**config.mk**
```make
export PLATFORM = sky130hd
export DESIGN_NAME = tlb_xlate
export DESIGN_NICKNAME = d
export VERILOG_FILES = /design/src/rtl/tlb_pkg.sv /design/src/rtl/tlb_bank.sv /design/src/rtl/tlb_judge.sv /design/src/rtl/tlb_xlate.sv
export SDC_FILE = /design/constraint.sdc
export NUM_CORES = 2
export LEC_CHECK = 0
export BUFFER_PORTS_ARGS = -buffer_cell sky130_fd_sc_hd__buf_2
export CAP_MARGIN = 0
export CORE_MARGIN = 2
export CORE_UTILIZATION = 43
export CTS_CLUSTER_SIZE = 16
export DETAILED_ROUTE_END_ITERATION = 8
export HOLD_SLACK_MARGIN = 0.03
export PLACE_DENSITY = 0.58
export SLEW_MARGIN = 40
export SYNTH_ARGS = -nofsm -noshare
export SYNTH_HDL_FRONTEND = slang
export SYNTH_MEMORY_MAX_BITS = 65536
export SYNTH_SLANG_ARGS = --single-unit
```
**constraint.sdc**
```tcl
create_clock -name clk -period 4 [get_ports clk]
set_input_delay 0.6 -clock clk [delete_from_list [all_inputs] [get_ports clk]]
set_output_delay 0.6 -clock clk [all_outputs]
set_load 0.03 [all_outputs]
```
**src/rtl/tlb_pkg.sv**
```systemverilog
package tlb_pkg;

    typedef enum logic [1:0] {
        RES_MATCH = 2'b00,
        RES_MISS  = 2'b01,
        RES_PROT  = 2'b10
    } res_code_e;

    typedef enum logic [1:0] {
        ACC_FETCH = 2'b00,
        ACC_LOAD  = 2'b01,
        ACC_STORE = 2'b10,
        ACC_ALT   = 2'b11
    } acc_kind_e;

    localparam int PERM_W = 6;
    localparam int PB_SR  = 0;
    localparam int PB_SW  = 1;
    localparam int PB_SX  = 2;
    localparam int PB_UR  = 3;
    localparam int PB_UW  = 4;
    localparam int PB_UX  = 5;

    localparam int SIDE_I = 0;
    localparam int SIDE_D = 1;
    localparam int N_SIDE = 2;

endpackage

```
**src/rtl/tlb_bank.sv**
```systemverilog
module tlb_bank #(
    parameter int IDX_W = 6,
    parameter int TAG_W = 13,
    parameter int PPN_W = 19
) (
    input  logic                      clk,
    input  logic                      rst,
    input  logic                      wr_en,
    input  logic                      wr_word,
    input  logic [IDX_W-1:0]          wr_idx,
    input  logic                      wr_valid,
    input  logic [TAG_W-1:0]          wr_tag,
    input  logic [PPN_W-1:0]          wr_ppn,
    input  logic [tlb_pkg::PERM_W-1:0] wr_perm,
    input  logic [IDX_W-1:0]          rd_idx,
    output logic                      rd_valid,
    output logic [TAG_W-1:0]          rd_tag,
    output logic [PPN_W-1:0]          rd_ppn,
    output logic [tlb_pkg::PERM_W-1:0] rd_perm
);
    localparam int DEPTH = 1 << IDX_W;

    logic [DEPTH-1:0]            valid_q;
    logic [TAG_W-1:0]            tag_q  [DEPTH];
    logic [PPN_W-1:0]            ppn_q  [DEPTH];
    logic [tlb_pkg::PERM_W-1:0]  perm_q [DEPTH];

    // Only the valid flags are reset; payload words need no clearing.
    always_ff @(posedge clk) begin
        if (rst) begin
            valid_q <= '0;
        end else if (wr_en && !wr_word) begin
            valid_q[wr_idx] <= wr_valid;
        end
    end

    always_ff @(posedge clk) begin
        if (wr_en && !wr_word) begin
            tag_q[wr_idx] <= wr_tag;
        end
        if (wr_en && wr_word) begin
            ppn_q[wr_idx]  <= wr_ppn;
            perm_q[wr_idx] <= wr_perm;
        end
    end

    always_comb begin
        rd_valid = valid_q[rd_idx];
        rd_tag   = tag_q[rd_idx];
        rd_ppn   = ppn_q[rd_idx];
        rd_perm  = perm_q[rd_idx];
    end

endmodule

```
**src/rtl/tlb_judge.sv**
```systemverilog
module tlb_judge
    import tlb_pkg::*;
(
    input  logic              hit_valid,
    input  logic              tag_eq,
    input  logic              is_fetch,
    input  logic              is_store,
    input  logic              is_super,
    input  logic [PERM_W-1:0] perm,
    output res_code_e         code,
    output logic [2:0]        rights
);
    logic can_r, can_w, can_x, needed;
    logic [2:0] granted;

    always_comb begin
        can_r = is_super ? perm[PB_SR] : perm[PB_UR];
        can_w = is_super ? perm[PB_SW] : perm[PB_UW];
        can_x = is_super ? perm[PB_SX] : perm[PB_UX];

        if (is_fetch) begin
            granted = {can_x, 2'b00};
            needed  = can_x;
        end else begin
            granted = {1'b0, can_w, can_r};
            needed  = is_store ? can_w : can_r;
        end

        if (!hit_valid || !tag_eq) begin
            code   = RES_MISS;
            rights = 3'b000;
        end else if (!needed) begin
            code   = RES_PROT;
            rights = granted;
        end else begin
            code   = RES_MATCH;
            rights = granted;
        end
    end

endmodule

```
**src/rtl/tlb_xlate.sv**
```systemverilog
module tlb_xlate
    import tlb_pkg::*;
#(
    parameter int VA_W    = 32,
    parameter int PG_BITS = 13,
    parameter int IDX_W   = 6
) (
    input  logic             clk,
    input  logic             rst,
    input  logic             wr_en,
    input  logic             wr_side,
    input  logic             wr_word,
    input  logic [IDX_W-1:0] wr_idx,
    input  logic [VA_W-1:0]  wr_data,
    input  logic [VA_W-1:0]  req_va,
    input  logic [1:0]       req_kind,
    input  logic             req_super,
    input  logic             imu_en,
    input  logic             dmu_en,
    output logic [VA_W-1:0]  rsp_pa,
    output logic [2:0]       rsp_rights,
    output logic [1:0]       rsp_code
);
    localparam int VPN_W = VA_W - PG_BITS;
    localparam int TAG_W = VPN_W - IDX_W;
    localparam int PPN_W = VPN_W;

    // Field extraction from the write word
    logic              f_valid;
    logic [TAG_W-1:0]  f_tag;
    logic [PPN_W-1:0]  f_ppn;
    logic [PERM_W-1:0] f_perm;
    logic              unused_mid;

    assign f_valid    = wr_data[0];
    assign f_tag      = wr_data[VA_W-1 -: TAG_W];
    assign f_ppn      = wr_data[VA_W-1 -: PPN_W];
    assign f_perm     = wr_data[PERM_W-1:0];
    assign unused_mid = ^wr_data[PG_BITS-1:PERM_W];

    // Lookup fields from the request
    logic [IDX_W-1:0]  l_idx;
    logic [TAG_W-1:0]  l_tag;
    assign l_idx = req_va[PG_BITS +: IDX_W];
    assign l_tag = req_va[VA_W-1 -: TAG_W];

    logic [N_SIDE-1:0]                  bk_valid;
    logic [N_SIDE-1:0][TAG_W-1:0]       bk_tag;
    logic [N_SIDE-1:0][PPN_W-1:0]       bk_ppn;
    logic [N_SIDE-1:0][PERM_W-1:0]      bk_perm;

    for (genvar g = 0; g < N_SIDE; g++) begin : g_side
        logic side_we;
        assign side_we = wr_en && (wr_side == g[0]);

        tlb_bank #(
            .IDX_W (IDX_W),
            .TAG_W (TAG_W),
            .PPN_W (PPN_W)
        ) u_bank (
            .clk      (clk),
            .rst      (rst),
            .wr_en    (side_we),
            .wr_word  (wr_word),
            .wr_idx   (wr_idx),
            .wr_valid (f_valid),
            .wr_tag   (f_tag),
            .wr_ppn   (f_ppn),
            .wr_perm  (f_perm),
            .rd_idx   (l_idx),
            .rd_valid (bk_valid[g]),
            .rd_tag   (bk_tag[g]),
            .rd_ppn   (bk_ppn[g]),
            .rd_perm  (bk_perm[g])
        );
    end

    // Side selection
    logic is_fetch, is_store, side, xl_on;
    assign is_fetch = (req_kind == ACC_FETCH);
    assign is_store = (req_kind == ACC_STORE);
    assign side     = is_fetch ? 1'b0 : 1'b1;
    assign xl_on    = is_fetch ? imu_en : dmu_en;

    res_code_e  j_code;
    logic [2:0] j_rights;

    tlb_judge u_judge (
        .hit_valid (bk_valid[side]),
        .tag_eq    (bk_tag[side] == l_tag),
        .is_fetch  (is_fetch),
        .is_store  (is_store),
        .is_super  (req_super),
        .perm      (bk_perm[side]),
        .code      (j_code),
        .rights    (j_rights)
    );

    always_comb begin
        if (!xl_on) begin
            rsp_pa     = req_va;
            rsp_rights = 3'b111;
            rsp_code   = RES_MATCH;
        end else begin
            rsp_code   = j_code;
            rsp_rights = j_rights;
            rsp_pa     = (j_code == RES_MISS) ? '0
                                              : {bk_ppn[side], req_va[PG_BITS-1:0]};
        end
    end

endmodule

```
* Yosys cells after proc, flatten, opt, wreduce, memory -nomap -nowiden
Memories as Yosys holds them, arrays and structs flattened. Index checks and enable logic that the tools add are counted.
Storage, ports and cells: register bits after elaboration 128, memory bits (writable) 4864, bits of input ports 80, logic and storage cells 67, memories kept 6
Operators by class: magnitude comparators 4, equality and inequality tests 3, mux-type cells 39, bitwise operators 1, reduce and logical (&&, ||, !) cells 12
Memory list:
- g_side[0].u_bank.ppn_q | depth 64, bits a word 19, read ports 1, clocked after memory_dff 0, write ports 1, line tlb_bank.sv:25 | logic [PPN_W-1:0] ppn_q [DEPTH];
- g_side[1].u_bank.ppn_q | depth 64, bits a word 19, read ports 1, clocked after memory_dff 0, write ports 1, line tlb_bank.sv:25
- g_side[0].u_bank.tag_q | depth 64, bits a word 13, read ports 1, clocked after memory_dff 0, write ports 1, line tlb_bank.sv:24 | logic [TAG_W-1:0] tag_q [DEPTH];
- g_side[1].u_bank.tag_q | depth 64, bits a word 13, read ports 1, clocked after memory_dff 0, write ports 1, line tlb_bank.sv:24
- g_side[0].u_bank.perm_q | depth 64, bits a word 6, read ports 1, clocked after memory_dff 0, write ports 1, line tlb_bank.sv:26 | logic [tlb_pkg::PERM_W-1:0] perm_q [DEPTH];
- g_side[1].u_bank.perm_q | depth 64, bits a word 6, read ports 1, clocked after memory_dff 0, write ports 1, line tlb_bank.sv:26
Operators with widths (number):
- 64-bit bitwise mux | 2
- 32-bit two-way mux | 2
- 19-bit two-way mux | 2
- 13-bit two-way mux | 2
- 1-bit two-way mux | 20
- 6-bit by 7-bit less-than comparator with 1-bit output (second input constant) | 2
- 13-bit equality test | 1
- 1-bit binary-select mux with 6-bit select | 2
- 6-bit two-way mux | 2
- 3-bit two-way mux | 3
- 1-bit logical AND | 7
- 1-bit demux with 6-bit select | 1
- 6-bit by 1-bit >= comparator with 1-bit output (second input constant) | 1
- 2-bit two-way mux | 3
- 1-bit logical NOT | 3
- 2-bit by 1-bit equality test with 1-bit output (second input constant) | 1
- 2-bit equality test (second input constant) | 1
- 2-bit logical NOT | 1
- 1-bit by 2-bit less-than comparator with 1-bit output (second input constant) | 1
- 1-bit logical OR | 1
- 1-bit NOT | 1

* Logic depth before layout (Yosys ltp)
word-level depth 12, gate-level depth with buffers 17, mapped depth without buffers 10

* Modules after synthesis
From an unflattened synthesis, not the netlist that was laid out.
Unflattened totals: cells, all modules 9060, area total of the unflattened synthesis 192540.9 um2
Modules (own cells, without submodules):
- tlb_bank | instances 2, cells each 4440, area each 95713.0 um2, seq. area each 74311.3 um2
- tlb_xlate | instances 1, cells each 168, area each 1028.5 um2, seq. area each 0.0 um2
- tlb_judge | instances 1, cells each 12, area each 86.3 um2, seq. area each 0.0 um2

* Least setup slack after synthesis
OpenSTA, ideal clock, no wires.
kind input to output, start input req_va[14], end output rsp_code[1], data arrival time 4.315 ns, required time 3.400 ns, setup slack -0.915 ns, stages on the path 15, buffers on the path 6, cells stage by stage buf_2 buf_4 buf_2 buf_2 buf_4 buf_1 mux4_2 mux4_2 a22oi_1 nand3_1 a21oi_1 a31oi_1 nand2_1 o21ai_0 nor4_1
On the way: word-level cells in the longest chain between the ends 9, elaborated cells on any way between the ends 26, those cells by class 1 x eq/ne; 18 x mux; 3 x reduce/logical; 4 x memory
Ends and longest elaborated chain:
- start: declaration | line tlb_xlate.sv:15 | input logic [VA_W-1:0] req_va,
- memory 64 x 6 bit
- 6-bit two-way mux (implied by the code) (2 in series) | line tlb_xlate.sv:94 | .perm (bk_perm[side]),
- 1-bit two-way mux (on tied branches) | line tlb_judge.sv:17, tlb_judge.sv:18
- 1-bit two-way mux | line tlb_judge.sv:26 | needed = is_store ? can_w : can_r;
- 1-bit two-way mux | line tlb_judge.sv:21 | if (is_fetch) begin
- 2-bit two-way mux | line tlb_judge.sv:32 | end else if (!needed) begin
- 2-bit two-way mux (*) | line tlb_judge.sv:29 | if (!hit_valid || !tag_eq) begin
- 2-bit two-way mux (*) | line tlb_xlate.sv:100 | if (!xl_on) begin
- end: declaration | line tlb_xlate.sv:22 | output logic [1:0] rsp_code
Every way passes the cells marked *; elsewhere a longest branch is shown, timed or not. The select of a mux whose other input is x is not followed.

* Worst setup path in the final report
start input req_va[16], end output rsp_pa[17]
On the way: word-level cells in the longest chain between the ends 11, elaborated cells on any way between the ends 32, those cells by class 2 x eq/ne; 21 x mux; 3 x reduce/logical; 6 x memory
Ends and longest elaborated chain:
- memory 64 x 6 bit
- 6-bit two-way mux (implied by the code) (2 in series) | line tlb_xlate.sv:94
- 1-bit two-way mux (on tied branches) | line tlb_judge.sv:17, tlb_judge.sv:18
- 1-bit two-way mux | line tlb_judge.sv:26
- 1-bit two-way mux | line tlb_judge.sv:21
- 2-bit two-way mux | line tlb_judge.sv:32
- 2-bit two-way mux | line tlb_judge.sv:29
- 2-bit by 1-bit equality test with 1-bit output | line tlb_xlate.sv:107 | rsp_pa = (j_code == RES_MISS) ? '0
- 32-bit two-way mux (*) | line tlb_xlate.sv:107
- 32-bit two-way mux (*) | line tlb_xlate.sv:100
- end: declaration | line tlb_xlate.sv:20 | output logic [VA_W-1:0] rsp_pa,
Marked as above.

==> results by group <==
Setup path
  • Critical Path Fanout Max: 6
  • Worst Reg2Reg Path Length in Cells: 2
  • Capturing point of the worst reg2reg path: g_side[1].u_bank.valid_q[25]$_SDFFE_PP0P_
  • Launch point of the critical path: req_va[16]
  • Required time of the worst setup path: 3400 ps
  • Class of the most critical setup path: in2out
  • Setup slack of the worst register-to-register path: 3210 ps
  • Worst R2R Start: g_side[1].u_bank.valid_q[25]$_SDFFE_PP0P_
  • Worst Path Arrival: 4780 ps
  • Critical Path End: rsp_pa[17]
  • Kind of start point of the critical path: input port
  • Kind of end point of the critical path: primary output

Run
  • Max-cap violation count: 0

Status
  • Failing checks: negative setup slack
  • Run status: finished with violations

Drt
  • Routed Antenna Nets: 0
  • Number of detailed-route iterations in the first pass: 8
  • Vias per inst: 6.110
  • Total routed wirelength: 544,900 um
  • Remaining routing DRC violations: 0
  • DRC marker count from the first detailed-route iteration: 13,772
  • Via total after detailed routing: 92,565
  • Routed length per instance: 35.97 um

Die
  • Count of pins on the block boundary: 117
  • Horiz. Die Dim: 648.4 um
  • Vertical die dimension: 648.4 um
  • Initial Util: 43.19%
  • Area of the core: 413,400 um^2
  • Number of placement rows: 236
  • Die Footprint: 420,400 um^2

Min path
  • Worst min-delay path class: in2reg

Clock tree
  • Maximum count of clock buffers along a single path: 4
  • Clk_lat worst skew: 1020 ps
  • Number of buffers inserted during clock tree synthesis: 461
  • Number of clock sinks: 4,608
  • Clk slew on worst S/H paths: 60 ps
  • Buffer cell driving the clock tree root: sky130_fd_sc_hd__clkbuf_16
  • CTS tree: yes
  • Htree depth: 5

Timing
  • Maximum clock skew at final layout: 0 ps
  • Final-report max-slew violation count: 0
  • Fin crit share: 134.5%
  • Unrepaired setup endpoints after global routing: true
  • Tmin final: 5381 ps
  • Final Worst Setup Slack: -1381 ps
  • Max_slew headroom: 32.61%
  • Setup TNS Final: -48,200 ps
  • Worst-Margin Slew: 1008 ps
  • Total count of hold-check failures in the final report: 0
  • Final worst hold slack: 32.60 ps
  • F_max: 185.8 MHz
  • Final number of setup-violating endpoints: 37

Power
  • P per Cell Area: 485.3 nW/um^2
  • Static power due to leakage: 66.86 nW
  • Maximum ir drop on the vdd rail: 0.3901 mV

Final layout
  • Layout cell share with drive strength beyond 1: 33.28%
  • Post-layout nets: 9,334
  • Most frequent cells in the layout: sky130_fd_sc_hd__edfxtp_1 (4,480), sky130_fd_sc_hd__mux4_2 (1,209), sky130_fd_sc_hd__buf_4 (792), sky130_fd_sc_hd__clkbuf_16 (470), sky130_fd_sc_hd__mux2i_1 (366)
  • Fin util: 50.81%
  • Most frequent standard cell in the layout excluding fill and tap cells: sky130_fd_sc_hd__edfxtp_1
  • Synth-to-Final Area Change: 17.64%

Logic synthesis
  • Post-synth EDFFs: 4,480
  • Synthesized net count: 8,279
  • Combinational family with the most area after synthesis: multiplexers
  • Share of flip-flops with an asynchronous set or reset: 0%
  • Arithmetic-cell share of the synthesized area counting full adders, half adders and majority gates: 0%
  • Number of warnings printed during yosys synthesis: 0
  • Synthesis-stage register bit count: 4,608
  • Compound-gate portion of the synthesized area: 2.317%
  • Proportion of synthesized area in mux cells: 17.50%
  • Cell area after synthesis: 178,600 um^2
  • Count of different cell masters after synthesis: 71
  • Most used flip-flop cell after synthesis: sky130_fd_sc_hd__edfxtp_1
  • Top cell type by total area after synthesis: sky130_fd_sc_hd__edfxtp_1
  • Average cell area after synthesis: 21.78 um^2
  • Register area share after synthesis: 76.77%
  • Parity-gate share of the synthesized area counting xor and xnor cells: 0.1668%
  • Portion of synthesized cell area occupied by the leading cell type: 75.34%
  • Area share of and/or/nand/nor cells after synthesis: 1.925%
  • Cell types with the largest area share after synthesis: sky130_fd_sc_hd__edfxtp_1 (75%), sky130_fd_sc_hd__mux4_2 (15%), sky130_fd_sc_hd__mux2i_1 (2.1%)
  • Gate count after technology mapping: 8,199

Placed design
  • Number of buffers inserted by port buffering: 109
  • Pre-CTS WS: -1414 ps
  • Placer's final routability congestion estimate: 0.8926
  • DPL Wire Length: 329,900 um

GRT
  • Global-route wire length before repair: 747,300 um
  • Largest net degree at the start of global routing: 144
  • Antenna violations before repair: 34
  • Remaining global-route overflow: 0
  • Total routing resource utilization after global routing: 25.76%
  • Vias in the first global route: 91,760
[area by class of cell]
type | count | area (um^2)
Inverter | 5 | 31.28
Tap cell | 5474 | 6849
Fill cell | 32397 | 203300
Antenna cell | 32 | 80.08
Multi-Input combinational cell | 3105 | 40690
Clock inverter | 281 | 2745
Clock buffer | 571 | 12120
Sequential cell | 4608 | 137100
Timing Repair Buffer | 1073 | 10460
[state kept, by name (all words and copies together) (netlist names)]
register,count
g_side.u_bank.perm_q,384
g_side.u_bank.valid_q,128
g_side.u_bank.tag_q,1664
g_side.u_bank.ppn_q,2432
[through the flow]
stage	power (W)	cell area (um^2)	std cells
after CTS	0.1024	209400	15098
after detailed placement	0.06009	194200	14236
after floorplan	0.05698	179500	8199
after global placement	0.05999	194000	14230
after global routing	0.1044	210000	15130
final	0.1019	210100	15149
[worst min path at each step]
stage	startpoint	end	slack [ps]	depth (start not counted)
final	wr_data[15]	g_side[1].u_bank.ppn_q[29][2]$_DFFE_PP_	30	1
after global routing	wr_data[15]	g_side[1].u_bank.ppn_q[28][2]$_DFFE_PP_	50	1
after CTS	wr_data[31]	g_side[1].u_bank.tag_q[45][12]$_DFFE_PP_	50	1
after detailed placement	g_side[0].u_bank.valid_q[25]$_SDFFE_PP0P_	g_side[0].u_bank.valid_q[25]$_SDFFE_PP0P_	460	2
after global placement	g_side[0].u_bank.valid_q[49]$_SDFFE_PP0P_	g_side[0].u_bank.valid_q[49]$_SDFFE_PP0P_	460	2
after floorplan	g_side[0].u_bank.valid_q[25]$_SDFFE_PP0P_	g_side[0].u_bank.valid_q[25]$_SDFFE_PP0P_	450	2
[synthesized netlist by cell type (7+ instances only)]
| cell | count |
|---|---|
| sky130_fd_sc_hd__or3_1 | 8 |
| sky130_fd_sc_hd__nor2b_1 | 21 |
| sky130_fd_sc_hd__nand3_1 | 48 |
| sky130_fd_sc_hd__buf_4 | 51 |
| sky130_fd_sc_hd__o31ai_2 | 10 |
| sky130_fd_sc_hd__xor2_1 | 18 |
| sky130_fd_sc_hd__xnor2_1 | 16 |
| sky130_fd_sc_hd__buf_1 | 92 |
| sky130_fd_sc_hd__buf_2 | 131 |
| sky130_fd_sc_hd__nand2_1 | 342 |
| sky130_fd_sc_hd__nor3_1 | 31 |
| sky130_fd_sc_hd__mux4_2 | 1209 |
| sky130_fd_sc_hd__o21ai_0 | 160 |
| sky130_fd_sc_hd__o31ai_1 | 15 |
| sky130_fd_sc_hd__mux2i_1 | 369 |
| sky130_fd_sc_hd__a21oi_1 | 169 |
| sky130_fd_sc_hd__a211oi_1 | 12 |
| sky130_fd_sc_hd__and3_1 | 7 |
| sky130_fd_sc_hd__buf_6 | 23 |
| sky130_fd_sc_hd__a221oi_1 | 8 |
| sky130_fd_sc_hd__a31oi_1 | 16 |
| sky130_fd_sc_hd__o221ai_1 | 14 |
| sky130_fd_sc_hd__o211ai_1 | 8 |
| sky130_fd_sc_hd__nand4_1 | 10 |
| sky130_fd_sc_hd__a21boi_0 | 8 |
| sky130_fd_sc_hd__nor3b_1 | 7 |
| sky130_fd_sc_hd__o22ai_1 | 75 |
| sky130_fd_sc_hd__clkbuf_1 | 184 |
| sky130_fd_sc_hd__a22oi_1 | 102 |
| sky130_fd_sc_hd__dfxtp_1 | 128 |
| sky130_fd_sc_hd__nor4_1 | 10 |
| sky130_fd_sc_hd__edfxtp_1 | 4480 |
| sky130_fd_sc_hd__mux2_2 | 29 |
| sky130_fd_sc_hd__nand2b_1 | 13 |
| sky130_fd_sc_hd__nor2_1 | 295 |
[critical path, cell delays in order]
cell	delay [ps]
sky130_fd_sc_hd__buf_4	160
sky130_fd_sc_hd__nor2_1	730
sky130_fd_sc_hd__nand2_1	410
sky130_fd_sc_hd__buf_4	250
sky130_fd_sc_hd__o22ai_1	170
sky130_fd_sc_hd__buf_4	160
sky130_fd_sc_hd__nor3_1	90
sky130_fd_sc_hd__o221ai_1	120
sky130_fd_sc_hd__xor2_1	210
sky130_fd_sc_hd__a31oi_2	250
sky130_fd_sc_hd__buf_4	230
sky130_fd_sc_hd__a211oi_4	260
sky130_fd_sc_hd__o2111ai_4	180
sky130_fd_sc_hd__buf_4	190
sky130_fd_sc_hd__buf_12	150
sky130_fd_sc_hd__buf_16	180
sky130_fd_sc_hd__o31ai_4	200
sky130_fd_sc_hd__buf_6	180
[timing repair]
item | 4_1_cts | 5_1_grt
hold endpoints to repair | 18 | 141
setup endpoints to repair | 37 | 37
pin swaps | 18 | 10
hold buffers | 1 | 7
cloned | 2 | 1
setup buffers | 11 | 3
gates resized for setup | 77 | 48
[logic make-up after synthesis]
kind of cell,after synthesis
and+or+nand+nor,814
AOI/OAI and AO/OA,650
buffers and inverters,486
muxes,1607
DFF,4608
xor gates and xnor gates,34
[power breakdown]
| group | internal (W) | switching (W) | leakage, nW | total, W |
|---|---|---|---|---|
| logic | 0.00239 | 0.00375 | 18.4 | 0.00614 |
| registers | 0.0530 | 0.0000225 | 41.3 | 0.0530 |
| clock network | 0.0243 | 0.0185 | 7.21 | 0.0428 |
| total | 0.0797 | 0.0223 | 66.9 | 0.102 |
[per-layer routing]
| metal | GRT usage [%] | wire length (um) |
|---|---|---|
| met5 | 0.03469 | 123 |
| met4 | 9.182 | 22760 |
| met3 | 4.704 | 50500 |
| met2 | 41.05 | 258700 |
| met1 | 35.80 | 212800 |
Note: power is estimated with default switching activity, not from simulation.
